$ cat config.mk
export PLATFORM = sky130hd
export DESIGN_NAME = keypad_scanner
export DESIGN_NICKNAME = d
export VERILOG_FILES = /design/src/rtl/kpd_pkg.sv /design/src/rtl/kpd_scan_timer.sv /design/src/rtl/kpd_strobe_drive.sv /design/src/rtl/kpd_key_capture.sv /design/src/rtl/kpd_host_port.sv /design/src/rtl/keypad_scanner.sv
export SDC_FILE = /design/constraint.sdc
export NUM_CORES = 1
export LEC_CHECK = 0
export CAP_MARGIN = 15
export CORE_MARGIN = 4
export CORE_UTILIZATION = 51
export DETAILED_ROUTE_END_ITERATION = 12
export HOLD_SLACK_MARGIN = 0.02
export PLACE_DENSITY_LB_ADDON = 0.15
export SYNTH_ARGS = -nofsm -noshare
export SYNTH_HDL_FRONTEND = slang
export SYNTH_SLANG_ARGS = --single-unit
$ cat constraint.sdc
create_clock -name clk -period 1.6 [get_ports clk]
set_clock_uncertainty 0.05 [all_clocks]
set_input_delay 0.32 -clock clk [delete_from_list [all_inputs] [get_ports clk]]
set_output_delay 0.32 -clock clk [all_outputs]
set_load 0.01 [all_outputs]
$ cat src/rtl/kpd_pkg.sv
package kpd_pkg;

    localparam int STROBES = 8;
    localparam int RETURNS = 4;
    localparam int IDX_W   = $clog2(STROBES);
    localparam int KEY_W   = RETURNS + 1 + IDX_W;

    typedef enum logic {
        PH_SCAN = 1'b0,
        PH_GAP  = 1'b1
    } phase_e;

    typedef struct packed {
        logic [RETURNS-1:0] hit;
        logic               pad;
        logic [IDX_W-1:0]   idx;
    } key_word_t;

    // Lowest-numbered low return line wins.
    function automatic key_word_t make_word(input logic [RETURNS-1:0] low_n,
                                            input logic [IDX_W-1:0]   idx);
        key_word_t w;
        logic      taken;
        w.hit = '0;
        w.pad = 1'b0;
        w.idx = idx;
        taken = 1'b0;
        for (int i = 0; i < RETURNS; i++) begin
            if (!low_n[i] && !taken) begin
                w.hit[i] = 1'b1;
                taken    = 1'b1;
            end
        end
        return w;
    endfunction

endpackage

$ cat src/rtl/kpd_scan_timer.sv
module kpd_scan_timer
    import kpd_pkg::*;
#(
    parameter int T_STROBE = 8,
    parameter int GAP_CYC  = 4
) (
    input  logic             clk,
    input  logic             rst,
    output logic [IDX_W-1:0] idx,
    output logic             scanning,
    output logic             sample_now,
    output logic             load_now,
    output logic             restart
);
    localparam int TW = $clog2(T_STROBE);
    localparam int GW = $clog2(GAP_CYC);
    localparam logic [TW-1:0]    SAMPLE_T = TW'(3 * T_STROBE / 4);
    localparam logic [TW-1:0]    LAST_T   = TW'(T_STROBE - 1);
    localparam logic [GW-1:0]    LAST_G   = GW'(GAP_CYC - 1);
    localparam logic [IDX_W-1:0] LAST_S   = IDX_W'(STROBES - 1);

    phase_e          phase;
    logic [TW-1:0]   tick;
    logic [GW-1:0]   gcnt;

    always_ff @(posedge clk) begin
        if (rst) begin
            phase <= PH_SCAN;
            tick  <= '0;
            idx   <= '0;
            gcnt  <= '0;
        end else if (phase == PH_SCAN) begin
            if (tick == LAST_T) begin
                tick <= '0;
                if (idx == LAST_S) begin
                    idx   <= '0;
                    phase <= PH_GAP;
                    gcnt  <= '0;
                end else begin
                    idx <= idx + 1'b1;
                end
            end else begin
                tick <= tick + 1'b1;
            end
        end else begin
            if (gcnt == LAST_G) begin
                phase <= PH_SCAN;
                gcnt  <= '0;
            end else begin
                gcnt <= gcnt + 1'b1;
            end
        end
    end

    always_comb begin
        scanning   = (phase == PH_SCAN);
        sample_now = scanning && (tick == SAMPLE_T);
        load_now   = !scanning && (gcnt == GW'(1));
        restart    = !scanning && (gcnt == LAST_G);
    end

endmodule

$ cat src/rtl/kpd_strobe_drive.sv
module kpd_strobe_drive
    import kpd_pkg::*;
(
    input  logic               scanning,
    input  logic               en,
    input  logic [IDX_W-1:0]   idx,
    output logic [STROBES-1:0] strobe_n
);
    for (genvar i = 0; i < STROBES; i++) begin : g_strobe
        assign strobe_n[i] = !(scanning && en && (idx == IDX_W'(i)));
    end
endmodule

$ cat src/rtl/kpd_key_capture.sv
module kpd_key_capture
    import kpd_pkg::*;
(
    input  logic               clk,
    input  logic               rst,
    input  logic               en,
    input  logic               sample_now,
    input  logic               restart,
    input  logic [RETURNS-1:0] ret_n,
    input  logic [IDX_W-1:0]   idx,
    output logic               found,
    output key_word_t          word
);
    always_ff @(posedge clk) begin
        if (rst) begin
            found <= 1'b0;
            word  <= '0;
        end else if (restart) begin
            found <= 1'b0;
        end else if (sample_now && en && !found && !(&ret_n)) begin
            found <= 1'b1;
            word  <= make_word(ret_n, idx);
        end
    end
endmodule

$ cat src/rtl/kpd_host_port.sv
module kpd_host_port
    import kpd_pkg::*;
#(
    parameter int RD_CYC = 6
) (
    input  logic      clk,
    input  logic      rst,
    input  logic      load_now,
    input  logic      found,
    input  key_word_t word,
    input  logic      rd_stb,
    output key_word_t key_reg,
    output logic      req,
    output logic      busy
);
    localparam int BW = $clog2(RD_CYC + 1);

    logic [BW-1:0] bcnt;
    logic          accept;
    logic          load_ok;

    always_comb begin
        busy    = (bcnt != '0);
        accept  = rd_stb && !busy;
        load_ok = load_now && !busy && !accept;
    end

    always_ff @(posedge clk) begin
        if (rst) begin
            bcnt    <= '0;
            key_reg <= '0;
            req     <= 1'b0;
        end else begin
            if (accept)    bcnt <= BW'(RD_CYC);
            else if (busy) bcnt <= bcnt - 1'b1;

            if (load_ok) key_reg <= found ? word : '0;

            if (accept)                req <= 1'b0;
            else if (load_ok && found) req <= 1'b1;
        end
    end
endmodule

$ cat src/rtl/keypad_scanner.sv
module keypad_scanner
    import kpd_pkg::*;
#(
    parameter int T_STROBE = 8,
    parameter int GAP_CYC  = 4,
    parameter int RD_CYC   = 6
) (
    input  logic               clk,
    input  logic               rst,
    input  logic               scan_en,
    input  logic [RETURNS-1:0] ret_n,
    input  logic               rd_stb,
    output logic [STROBES-1:0] strobe_n,
    output logic [KEY_W-1:0]   key_data,
    output logic               key_req,
    output logic               rd_busy
);
    logic [IDX_W-1:0] idx;
    logic             scanning, sample_now, load_now, restart, found;
    key_word_t        word, key_reg;

    kpd_scan_timer #(.T_STROBE(T_STROBE), .GAP_CYC(GAP_CYC)) u_timer (
        .clk(clk), .rst(rst), .idx(idx), .scanning(scanning),
        .sample_now(sample_now), .load_now(load_now), .restart(restart)
    );

    kpd_strobe_drive u_drive (
        .scanning(scanning), .en(scan_en), .idx(idx), .strobe_n(strobe_n)
    );

    kpd_key_capture u_cap (
        .clk(clk), .rst(rst), .en(scan_en), .sample_now(sample_now),
        .restart(restart), .ret_n(ret_n), .idx(idx), .found(found), .word(word)
    );

    kpd_host_port #(.RD_CYC(RD_CYC)) u_host (
        .clk(clk), .rst(rst), .load_now(load_now), .found(found), .word(word),
        .rd_stb(rd_stb), .key_reg(key_reg), .req(key_req), .busy(rd_busy)
    );

    assign key_data = key_reg;
endmodule

# Yosys cells after proc, flatten, opt, wreduce, memory -nomap -nowiden
# Index checks and enable logic that the tools add are counted.
# word_totals
reg_bits	29
# classes
bitwise_logic	2
muxes	28
n_reduce_logical	51
add_sub_neg	4
n_eq_ne	11
# ops
op	n
1-bit logical AND	22
1-bit 2-to-1 mux	19
3-bit == test (second input constant)	6
1-bit logical NOT	18
3-bit 2-to-1 mux	4
2-bit 2-to-1 mux	4
8-bit 2-to-1 mux	1
3-bit by 1-bit adder with 3-bit output (second input constant)	2
3-bit by 2-bit == test with 1-bit output (second input constant)	2
2-bit AND reduction	3
2-bit nonzero test	3
4-bit AND reduction	1
2-bit OR reduction	2
3-bit by 1-bit == test with 1-bit output (second input constant)	1
3-bit logical NOT	1
3-bit nonzero test	1
3-bit by 1-bit subtractor with 3-bit output (second input constant)	1
2-bit by 1-bit adder with 2-bit output (second input constant)	1
2-bit by 1-bit == test with 1-bit output (second input constant)	1
2-bit == test (second input constant)	1
1-bit inverter	2

# Longest topological paths before layout
# logic_depth
depth_word	23
ltp_mapped	6
depth_no_buf	5

# Cells and area by module
# Synthesis repeated with hierarchy kept, for this count alone.
# hier_totals
hier_cells	165
area_unflattened_um2	1453.9
# by_module_without_submodules
module	area_per_inst_um2	instances	cells_per_inst
kpd_scan_timer	510.5	1	53
kpd_host_port	506.7	1	58
kpd_key_capture	367.9	1	41
kpd_strobe_drive	68.8	1	13

# Least setup slack after synthesis
# No wires, ideal clock.
# synth_timing
kind	register to register
start	register u_timer.tick[0]
end	register u_cap.word[6] (netlist name)
required_time_ns	1.476
arrival_ns	1.292
path_stages_with_launch	6
slack_ns	0.183
path_buffers	0
setup_ns	0.074
cell_sequence	dfxtp_1 inv_1 ha_1 inv_1 or4_1 a31oi_1
# synth_between
elab_chain_cells	6
# synth_rtl
element	line_no	text
from (decl)	kpd_scan_timer.sv:23	logic [TW-1:0] tick;
from (signal assigned)	kpd_scan_timer.sv:43	tick <= tick + 1'b1;
3-bit == test	kpd_scan_timer.sv:57	sample_now = scanning && (tick == SAMPLE_T);
1-bit logical AND	kpd_scan_timer.sv:57	
1-bit logical AND (3 in a row)	kpd_key_capture.sv:20	end else if (sample_now && en && !found && !(&ret_n)) begin
2-bit AND reduction (no source line)	--	
# Every way passes these cells.
# A chain may end at the register's enable or synchronous reset.

# Final worst setup path
# layout_timing
start	register u_timer.idx[0]
end	output port strobe_n[7]
# layout_between
elab_chain_cells	3
# layout_rtl
element	line_no	text
from (decl)	kpd_scan_timer.sv:9	output logic [IDX_W-1:0] idx,
from (signal assigned)	kpd_scan_timer.sv:40	idx <= idx + 1'b1;
3-bit == test	kpd_strobe_drive.sv:10	assign strobe_n[i] = !(scanning && en && (idx == IDX_W'(i)));
1-bit logical AND	kpd_strobe_drive.sv:10	
1-bit logical NOT	kpd_strobe_drive.sv:10	
to (decl)	keypad_scanner.sv:13	output logic [STROBES-1:0] strobe_n,
# Every way passes these cells.

==> results.json <==
{
  "status": "finished with violations",
  "failed_checks": "setup timing",
  "pre_cts_slack_ps": -377.7,
  "p_int_mw": 1.108,
  "cp-start-kind": "register",
  "drv_slew": 0,
  "path_cells": "buf_6 -> ha_4 -> ha_4 -> nand2_2 -> buf_6",
  "power_mw": 1.557,
  "root_buffer": "clkbuf_4",
  "period_needed_ps": 1654,
  "cts_tree": "yes",
  "fp.dieW_um": 61.23,
  "final_cell_mix": "buf_4 (23), dfxtp_1 (23), a21oi_1 (15)",
  "routed_via_density": 5.664,
  "num_rows": 19,
  "numPortBuffers": 24,
  "area_delta_synth_final_pct": 42.42,
  "synth-seq-area-share_pct": 38.79,
  "tns_ps": -101.4,
  "synth_top_cell_by_area": "dfxtp_1",
  "drt_iter0_markers": 69,
  "ys.warnings.count": 0,
  "synth_flop_cell": "dfxtp_1",
  "hpwl_um": 2451,
  "fp.coreArea_um2": 2734,
  "p_switching_mw": 0.4483,
  "worst_slack_ps": -53.60,
  "synth.area.top_cells": "dfxtp_1 (39%), ha_1 (11%), a21oi_1 (5.2%), nand4_1 (5.2%), nor2_1 (3.1%)",
  "ys_types": 35,
  "grt_overflow": 0,
  "antenna_found_initial": 0,
  "worst_setup_path_end_kind": "primary output",
  "synth.avg_cell_area_um2": 8.866,
  "hold_viol_final": 0,
  "syn_nets": 184,
  "pwr-share-clk_pct": 22.1,
  "wire_per_inst_um": 15.04,
  "synthCells": 163,
  "final_core_util_pct": 75.29,
  "grt_use_total_pct": 19.23,
  "crit_fanout": 3,
  "fin_cells": 238,
  "holdPathStages": 2,
  "drc": 0,
  "power.density_nw_per_um2": 756.4,
  "sequentialPowerShare_pct": 49.5,
  "post_dp_cell_area_um2": 1851,
  "fmax_ghz": 0.6047,
  "grt_max_degree": 29,
  "nets": 229,
  "rsz0062_at_grt": "yes",
  "clk_path_buf_depth": 2,
  "antennaDiodeCount": 0,
  "hold_ws_ps": 431.1,
  "start_util_pct": 52.86,
  "hold_path.class": "reg -> reg",
  "htree_levels": 1,
  "cp.required_ps": 1230,
  "worst-setup-path-type": "reg -> out",
  "cp_slowest_cell": "dfxtp_2",
  "drt_pass1_iterations": 4,
  "synth_top_cell_area_share_pct": 38.79,
  "arrival_ps": 1280,
  "ant_nets": 0,
  "gp_congestion": 0.7984,
  "wl_um": 3579,
  "netlist_area_um2": 1445,
  "num_vias": 1348,
  "drive_gt1_share_pct": 32.37,
  "die_y_um": 61.23,
  "power_leakage_nw": 0.8821,
  "dp_cells": 230,
  "grt_pass1_wl_um": 5540,
  "timing.max_cap.violations": 0,
  "ys_ff_latch": 28,
  "vdd_drop_max_v": 0.0009887,
  "dieArea_um2": 3749,
  "boundaryPins": 26,
  "r2r_cells": 8,
  "final_area_um2": 2058,
  "p_comb_share_pct": 28.4,
  "critPathMaxStageDelay_ps": 350,
  "synth_edf_count": 0,
  "clk_pin_slew_ps": 160,
  "clock_sinks": 28,
  "setup_viol": 3,
  "grt_pass1_vias": 1263,
  "timing.final.crit_share_pct": 103.4,
  "p_sw_share_pct": 28.80,
  "numCtsBuffers": 3,
  "clock_latency_ps": 320,
  "async_reset_ff_share_pct": 0
}
power groups by stage:
stage	sequential, mW	combinational, mW	clock, mW
final	0.771	0.442	0.344
after global routing	0.776	0.498	0.371
after CTS	0.769	0.437	0.350
after detailed placement	0.782	0.452	0
after global placement	0.780	0.431	0
after floorplan	0.788	0.239	0
kinds of logic after synthesis:
kind of cell	synth area share, %
fa+ha+maj	11.26
other cells	0.2595
simple gates	23.20
buf+inv	6.407
mux	3.550
flops	38.79
compound gates	16.54
final timing paths:
check	slack, ps	from	endpoint
setup / recovery	-50	u_timer.idx[0]	strobe_n[7]
hold / removal	430	u_host.key_reg[5]	u_host.key_reg[5]
setup reg to reg	80	u_timer.idx[0]	u_timer.phase
hold reg to reg	430	u_host.key_reg[5]	u_host.key_reg[5]
Yosys cell counts, drive strengths merged (2+ instances only):
library cell,number
clkbuf,5
ha,13
mux2i,4
o21ai,8
inv,11
nand2,4
o31ai,3
o21a,2
nand3,7
nor2,12
nor3,4
nor2b,4
a21oi,15
dfxtp,28
buf,5
nand4,12
a211oi,5
a31oi,5
nand2b,3
repair_timing:
item                       CTS  global route
resized for setup           61            28
pin swaps                    2             5
setup endpoints to repair   10            27
buffers inserted             2             2
hold endpoints to repair     0             0
hold buffers                 0             0
final cells by class:
| type | instances | area (µm²) |
|---|---|---|
| clock buffers | 4 | 36.28 |
| flip-flops and latches | 28 | 569.3 |
| inverters | 11 | 43.79 |
| repair buffers | 50 | 456.7 |
| fillers | 197 | 675.6 |
| multi-input cells | 114 | 913.4 |
| well taps | 31 | 38.79 |
routing by layer:
layer,vias up,wire (µm),track usage [%]
met2,19,1819,33.84
met4,0,42,4.025
met1,641,1615,24.68
met3,6,101,3.145
li1,682,-,-
met5,-,0,0
worst max-delay path, delay by kind of cell (launching register included):
kind | cells | cell delay, ps
adders and majority gates | 2 | 330
DFF | 1 | 350
buffers and inverters | 2 | 220
and+or+nand+nor | 1 | 60
Note: power is estimated with default switching activity, not from simulation.
